===== src/rtl/bus_abort_decoder.sv =====
module bus_abort_decoder #(
  parameter logic [31:0] FLASH_LO = 32'h0000_0000,
  parameter logic [31:0] FLASH_HI = 32'h0007_FFFF,
  parameter logic [31:0] SPEC_LO  = 32'h3FFF_8000,
  parameter logic [31:0] SPEC_HI  = 32'h3FFF_FFFF,
  parameter logic [31:0] SRAM_LO  = 32'h4000_0000,
  parameter logic [31:0] SRAM_HI  = 32'h4000_7FFF,
  parameter logic [31:0] BOOT_LO  = 32'h7FFF_E000,
  parameter logic [31:0] BOOT_HI  = 32'h7FFF_FFFF,
  parameter logic [31:0] APB_LO   = 32'hE000_0000,
  parameter logic [31:0] AHB_LO   = 32'hFFE0_0000,
  parameter int SLOT_BITS = 14,
  parameter int NSLOT     = 128,
  parameter int DEC_BITS  = 12,
  parameter logic [NSLOT-1:0] APB_MAP = 128'h8000_0000_0000_0000_0000_0000_0000_0FFF,
  parameter logic [NSLOT-1:0] AHB_MAP = 128'h8000_0000_0000_0000_0000_0000_0000_0001
) (
  input  logic        clk,
  input  logic        rst,
  input  logic        req_valid,
  input  logic        req_fetch,
  input  logic        req_write,
  input  logic [31:0] req_addr,
  input  logic        advance,
  input  logic        flush,
  output logic        data_abort,
  output logic        prefetch_abort,
  output logic [31:0] dec_addr
);
  localparam int SW = $clog2(NSLOT);
  localparam logic [31:0] SPAN_M1 = 32'((64'(NSLOT) << SLOT_BITS) - 64'd1);
  localparam logic [31:0] ALIAS_MASK = 32'((64'd1 << SLOT_BITS) - (64'd1 << DEC_BITS));

  function automatic logic in_rng(input logic [31:0] a, input logic [31:0] lo, input logic [31:0] span);
    return (a - lo) <= span;
  endfunction

  logic in_flash, in_spec, in_sram, in_boot, in_apb, in_ahb, known;
  logic [31:0] apb_off, ahb_off;
  logic [SW-1:0] apb_slot, ahb_slot;
  logic apb_ok, ahb_ok, fetch_bad, data_bad;
  logic tag_f, tag_d, tag_e;

  assign in_flash = in_rng(req_addr, FLASH_LO, FLASH_HI - FLASH_LO);
  assign in_spec  = in_rng(req_addr, SPEC_LO, SPEC_HI - SPEC_LO);
  assign in_sram  = in_rng(req_addr, SRAM_LO, SRAM_HI - SRAM_LO);
  assign in_boot  = in_rng(req_addr, BOOT_LO, BOOT_HI - BOOT_LO);
  assign in_apb   = in_rng(req_addr, APB_LO, SPAN_M1);
  assign in_ahb   = in_rng(req_addr, AHB_LO, SPAN_M1);
  assign known    = in_flash | in_spec | in_sram | in_boot | in_apb | in_ahb;

  assign apb_off  = req_addr - APB_LO;
  assign ahb_off  = req_addr - AHB_LO;
  assign apb_slot = SW'(apb_off >> SLOT_BITS);
  assign ahb_slot = SW'(ahb_off >> SLOT_BITS);
  assign apb_ok   = in_apb & APB_MAP[apb_slot];
  assign ahb_ok   = in_ahb & AHB_MAP[ahb_slot];

  assign fetch_bad = !known | in_apb | in_ahb | in_spec;
  assign data_bad  = !known | (in_apb & !apb_ok) | (in_ahb & !ahb_ok) | (req_write & in_flash);
  assign dec_addr  = apb_ok ? (req_addr & ~ALIAS_MASK) : req_addr;

  always_ff @(posedge clk) begin
    if (rst) begin
      data_abort <= 1'b0;
      tag_f <= 1'b0;
      tag_d <= 1'b0;
      tag_e <= 1'b0;
    end else begin
      data_abort <= req_valid && !req_fetch && data_bad;
      if (flush) begin
        tag_f <= 1'b0;
        tag_d <= 1'b0;
        tag_e <= 1'b0;
      end else begin
        if (advance) begin
          tag_e <= tag_d;
          tag_d <= tag_f;
        end
        if (req_valid && req_fetch) tag_f <= fetch_bad;
        else if (advance)           tag_f <= 1'b0;
      end
    end
  end

  assign prefetch_abort = tag_e;

  a_r1_reset_quiet: assert property (@(posedge clk) rst |=> (!data_abort && !prefetch_abort));
  a_r11_idle_quiet: assert property (@(posedge clk) disable iff (rst) !req_valid |=> !data_abort);
  a_r5_flash_read_ok: assert property (@(posedge clk) disable iff (rst)
    (req_valid && !req_fetch && !req_write && in_flash) |=> !data_abort);
  a_r3_assigned_slot_ok: assert property (@(posedge clk) disable iff (rst)
    (req_valid && !req_fetch && (apb_ok || ahb_ok)) |=> !data_abort);
  a_r7_rise_needs_advance: assert property (@(posedge clk) disable iff (rst)
    $rose(prefetch_abort) |-> $past(advance));
  a_r8_flush_clears: assert property (@(posedge clk) disable iff (rst) flush |=> !prefetch_abort);
  a_r10_hold: assert property (@(posedge clk) disable iff (rst)
    (!advance && !flush) |=> $stable(prefetch_abort));
endmodule


===== config.mk =====
export PLATFORM = sky130hd
export DESIGN_NAME = bus_abort_decoder
export DESIGN_NICKNAME = d
export VERILOG_FILES = /design/src/rtl/bus_abort_decoder.sv
export SDC_FILE = /design/constraint.sdc
export NUM_CORES = 1
export LEC_CHECK = 0
export BUFFER_PORTS_ARGS = -buffer_cell sky130_fd_sc_hd__buf_2
export CAP_MARGIN = 20
export CORE_MARGIN = 2
export CORE_UTILIZATION = 40
export CTS_CLUSTER_DIAMETER = 30
export CTS_CLUSTER_SIZE = 10
export DETAILED_ROUTE_END_ITERATION = 10
export PLACE_DENSITY = 0.72
export SLEW_MARGIN = 20
export SYNTH_ARGS = -nofsm -noshare
export SYNTH_HDL_FRONTEND = slang
export SYNTH_SLANG_ARGS = --single-unit

===== constraint.sdc =====
create_clock -name clk -period 2.55 [get_ports clk]
set_input_delay 0.3825 -clock clk [delete_from_list [all_inputs] [get_ports clk]]
set_output_delay 0.3825 -clock clk [all_outputs]
set_load 0.02 [all_outputs]

==> results.md <==
- Worst hold slack: 0.363 ns
- Slowest Stage Delay on Critical Path: roughly 0.52 ns
- Worst-Margin Slew: 0.680 ns
- Worst Setup Start Kind: primary input
- Cells after DPL: 259
- Post-synth top flop: dfxtp_1
- Most frequent cells in the layout: buf_2 (48), nand2_1 (15), nor3_1 (11)
- WL/cell: 14.3 um
- Number of distinct library cells after synthesis: 60
- CTS Buf Count: 3
- Period utilization: 91.0%
- Antenna-violating nets left: 0
- Post-DP HPWL: about 3000 um
- Die area: roughly 4100 um2
- Share of cells above drive strength 1: about a third
- Mapped Nets: roughly 250
- CP max stage cell: or4_1
- Critical Path AT: just under 2 ns
- Worst rel slew slack: 53.5%
- Critical Path Fanout Max: 10
- Tmin final: approximately 2.3 ns
- FFs w/ async S/R, synth: 0%
- RePlAce Congestion: between 1 and 1.5
- Global-route wire length before repair: 5980 um
- Syn Area/Cell: 7.16 um2
- Worst VDD drop: 97.1 uV
- Yosys reg bits: 4
- Die width: about 64 um
- Pre-CTS WS: 0.111 ns
- PostCTS Resize Cnt: 0
- Post-synth top area cell: buf_4
- # Post-CTS Setup Buffers: 0
- Pwr dens: 224 nW/um2
- Clock Path Buffers: 2
- Initial antenna violation count: 0
- Worst endpoint required time: about 2.2 ns
- Most used cell, CP: buf_2
- Finish-stage setup viols: 0
- Setup TNS: 0 ns
- Mapped Cells: 201
- Final #Nets: 262
- Post-synth EDFFs: 0
- Status: finished, final reports clean
- First DRT Iteration DRCs: 97
- Vias per inst: 6.06
- Sequential-to-total area share from yosys stat: 5.56%
- Core ar.: 3390 um2
- Root Driver: clkbuf_4
- DRC viols: 0
- Total global routing overflow: 0
- Final WS setup: 0.229 ns
- Clk_lat worst skew: 0.23 ns
- Number of synthesis warnings: 0
- Final WL: 3740 um
- Most common cell after layout, fill and taps aside: buf_2
- Hold Buf Count CTS: 0
- Crit-path leading delay family: simple AND/OR/NAND/NOR gates
- Antenna cells: 0
- RSZ-0062 raised after global routing: no
- Area growth from synthesis to layout: 4.08%
- WP buf/inv: 2
- Final Max Slew Viols: 0
- Pin count of the biggest net entering global routing: 14
- Total Routing Usage GR: ~17%
- Worst Setup End Kind: primary output
- Crit path cell chain: buf_2 > or4_1 > nor3_1 > nand4_1 > nor2_1 > nor2b_1 > buf_2
- Top Ports: between 70 and 80
- Synthesized area: 1440 um2
- Final Non-Filler Cells: roughly 260
- Leakage: 0.592 nW
- Fmax: between 400 and 500 MHz
- Final Hold Viols: 0
- Die Span Y: 64 um
- Synth top area share: 17.2%
- Clock sink total: 4
- Vias: 1588
- TritonRoute pass-1 iters: 4
- CTS tree: yes
- IO Port Bufs: 48
- Hold Path Class: in2reg
- Main area contributors after synthesis: buf_4 (17%), dfxtp_1 (5.6%), ha_1 (4.3%), nand2_1 (3.9%), nor3_1 (3.8%)
- Max Cap Violations: 0
- Starting Density: 42.5%
- Num rows: 21
- Vias in the first global route: 1332
- CP Class: in2out
- Htree depth: 1
- Clock transition at path regs: 0.04 ns
- Final Skew: 0.00597 ns
[cell type report]
type | count | area, um2
Timing Repair Buffer | 56 | 300
Sequential cell | 4 | 80.1
Inverter | 5 | 18.8
Clock buffer | 3 | 22.5
Multi-Input combinational cell | 148 | 1020
Fill cell | 353 | 1890
Tap cell | 46 | 57.6
[flip-flops by register name (all words and copies together) (netlist names)]
register	count
tag_f	1
prefetch_abort	1
data_abort	1
tag_d	1
[final timing paths]
path	end	cells past startpoint	start	slack (ns)
worst min-delay path	tag_d	2	flush	0.36
worst max register to register	tag_f	3	tag_f	1.75
worst min register to register	tag_d	2	tag_d	0.54
worst max-delay path	dec_addr[13]	7	req_addr[28]	0.23
[power by group]
part	internal (mW)	total, mW	switching [mW]
logic	0.0716	0.193	0.121
clock network	0.0527	0.0793	0.0265
registers	0.0641	0.0645	0.000366
[cell usage after synthesis (2+ instances only)]
master	number
a2111oi_0	3
a21oi_1	9
a311oi_1	2
a31oi_1	4
and3_1	6
buf_2	4
buf_4	33
buf_6	3
clkbuf_1	2
dfxtp_1	4
ha_1	5
inv_1	5
mux2_2	2
mux2i_1	2
nand2_1	15
nand3_1	8
nand3b_1	2
nand4_1	6
nand4_4	2
nand4b_1	2
nor2_1	10
nor2b_1	2
nor3_1	11
nor3b_1	2
nor4_1	2
nor4b_1	2
o21a_1	2
o21ai_0	10
o22ai_1	2
o31ai_1	2
or4_1	2
xnor2_1	5
xor2_1	3
[per-layer routing]
| metal | vias up | part of all wire (%) | global-route usage [%] |
|---|---|---|---|
| met5 | - | 0 | 0 |
| met4 | 0 | 0.61 | 4.62 |
| met3 | 6 | 10 | 0.528 |
| met2 | 98 | 47 | 28.6 |
| met1 | 723 | 42 | 24.9 |
| li1 | 761 | - | - |
[cell families after synthesis]
group	Yosys count	share of synthesized area (%)
AO/OA/AOI/OAI	47	22.3
XOR/XNOR	8	4.87
adder cells (fa/ha/maj)	5	4.34
buffers and inverters	49	23.6
flip-flops	4	5.56
multiplexers	4	2.95
AND/OR/NAND/NOR	84	36.3
[per-stage QoR]
step / utilization, % / power [mW] / area [um2]
global placement: 43.6 / 0.255 / 1480
CTS: 44.2 / 0.335 / 1500
detailed placement: 43.6 / 0.256 / 1480
finish: 44.2 / 0.336 / 1500
global route: 44.2 / 0.358 / 1500
floorplan: - / 0.236 / 1440
Power figures use the tool's default switching activity.
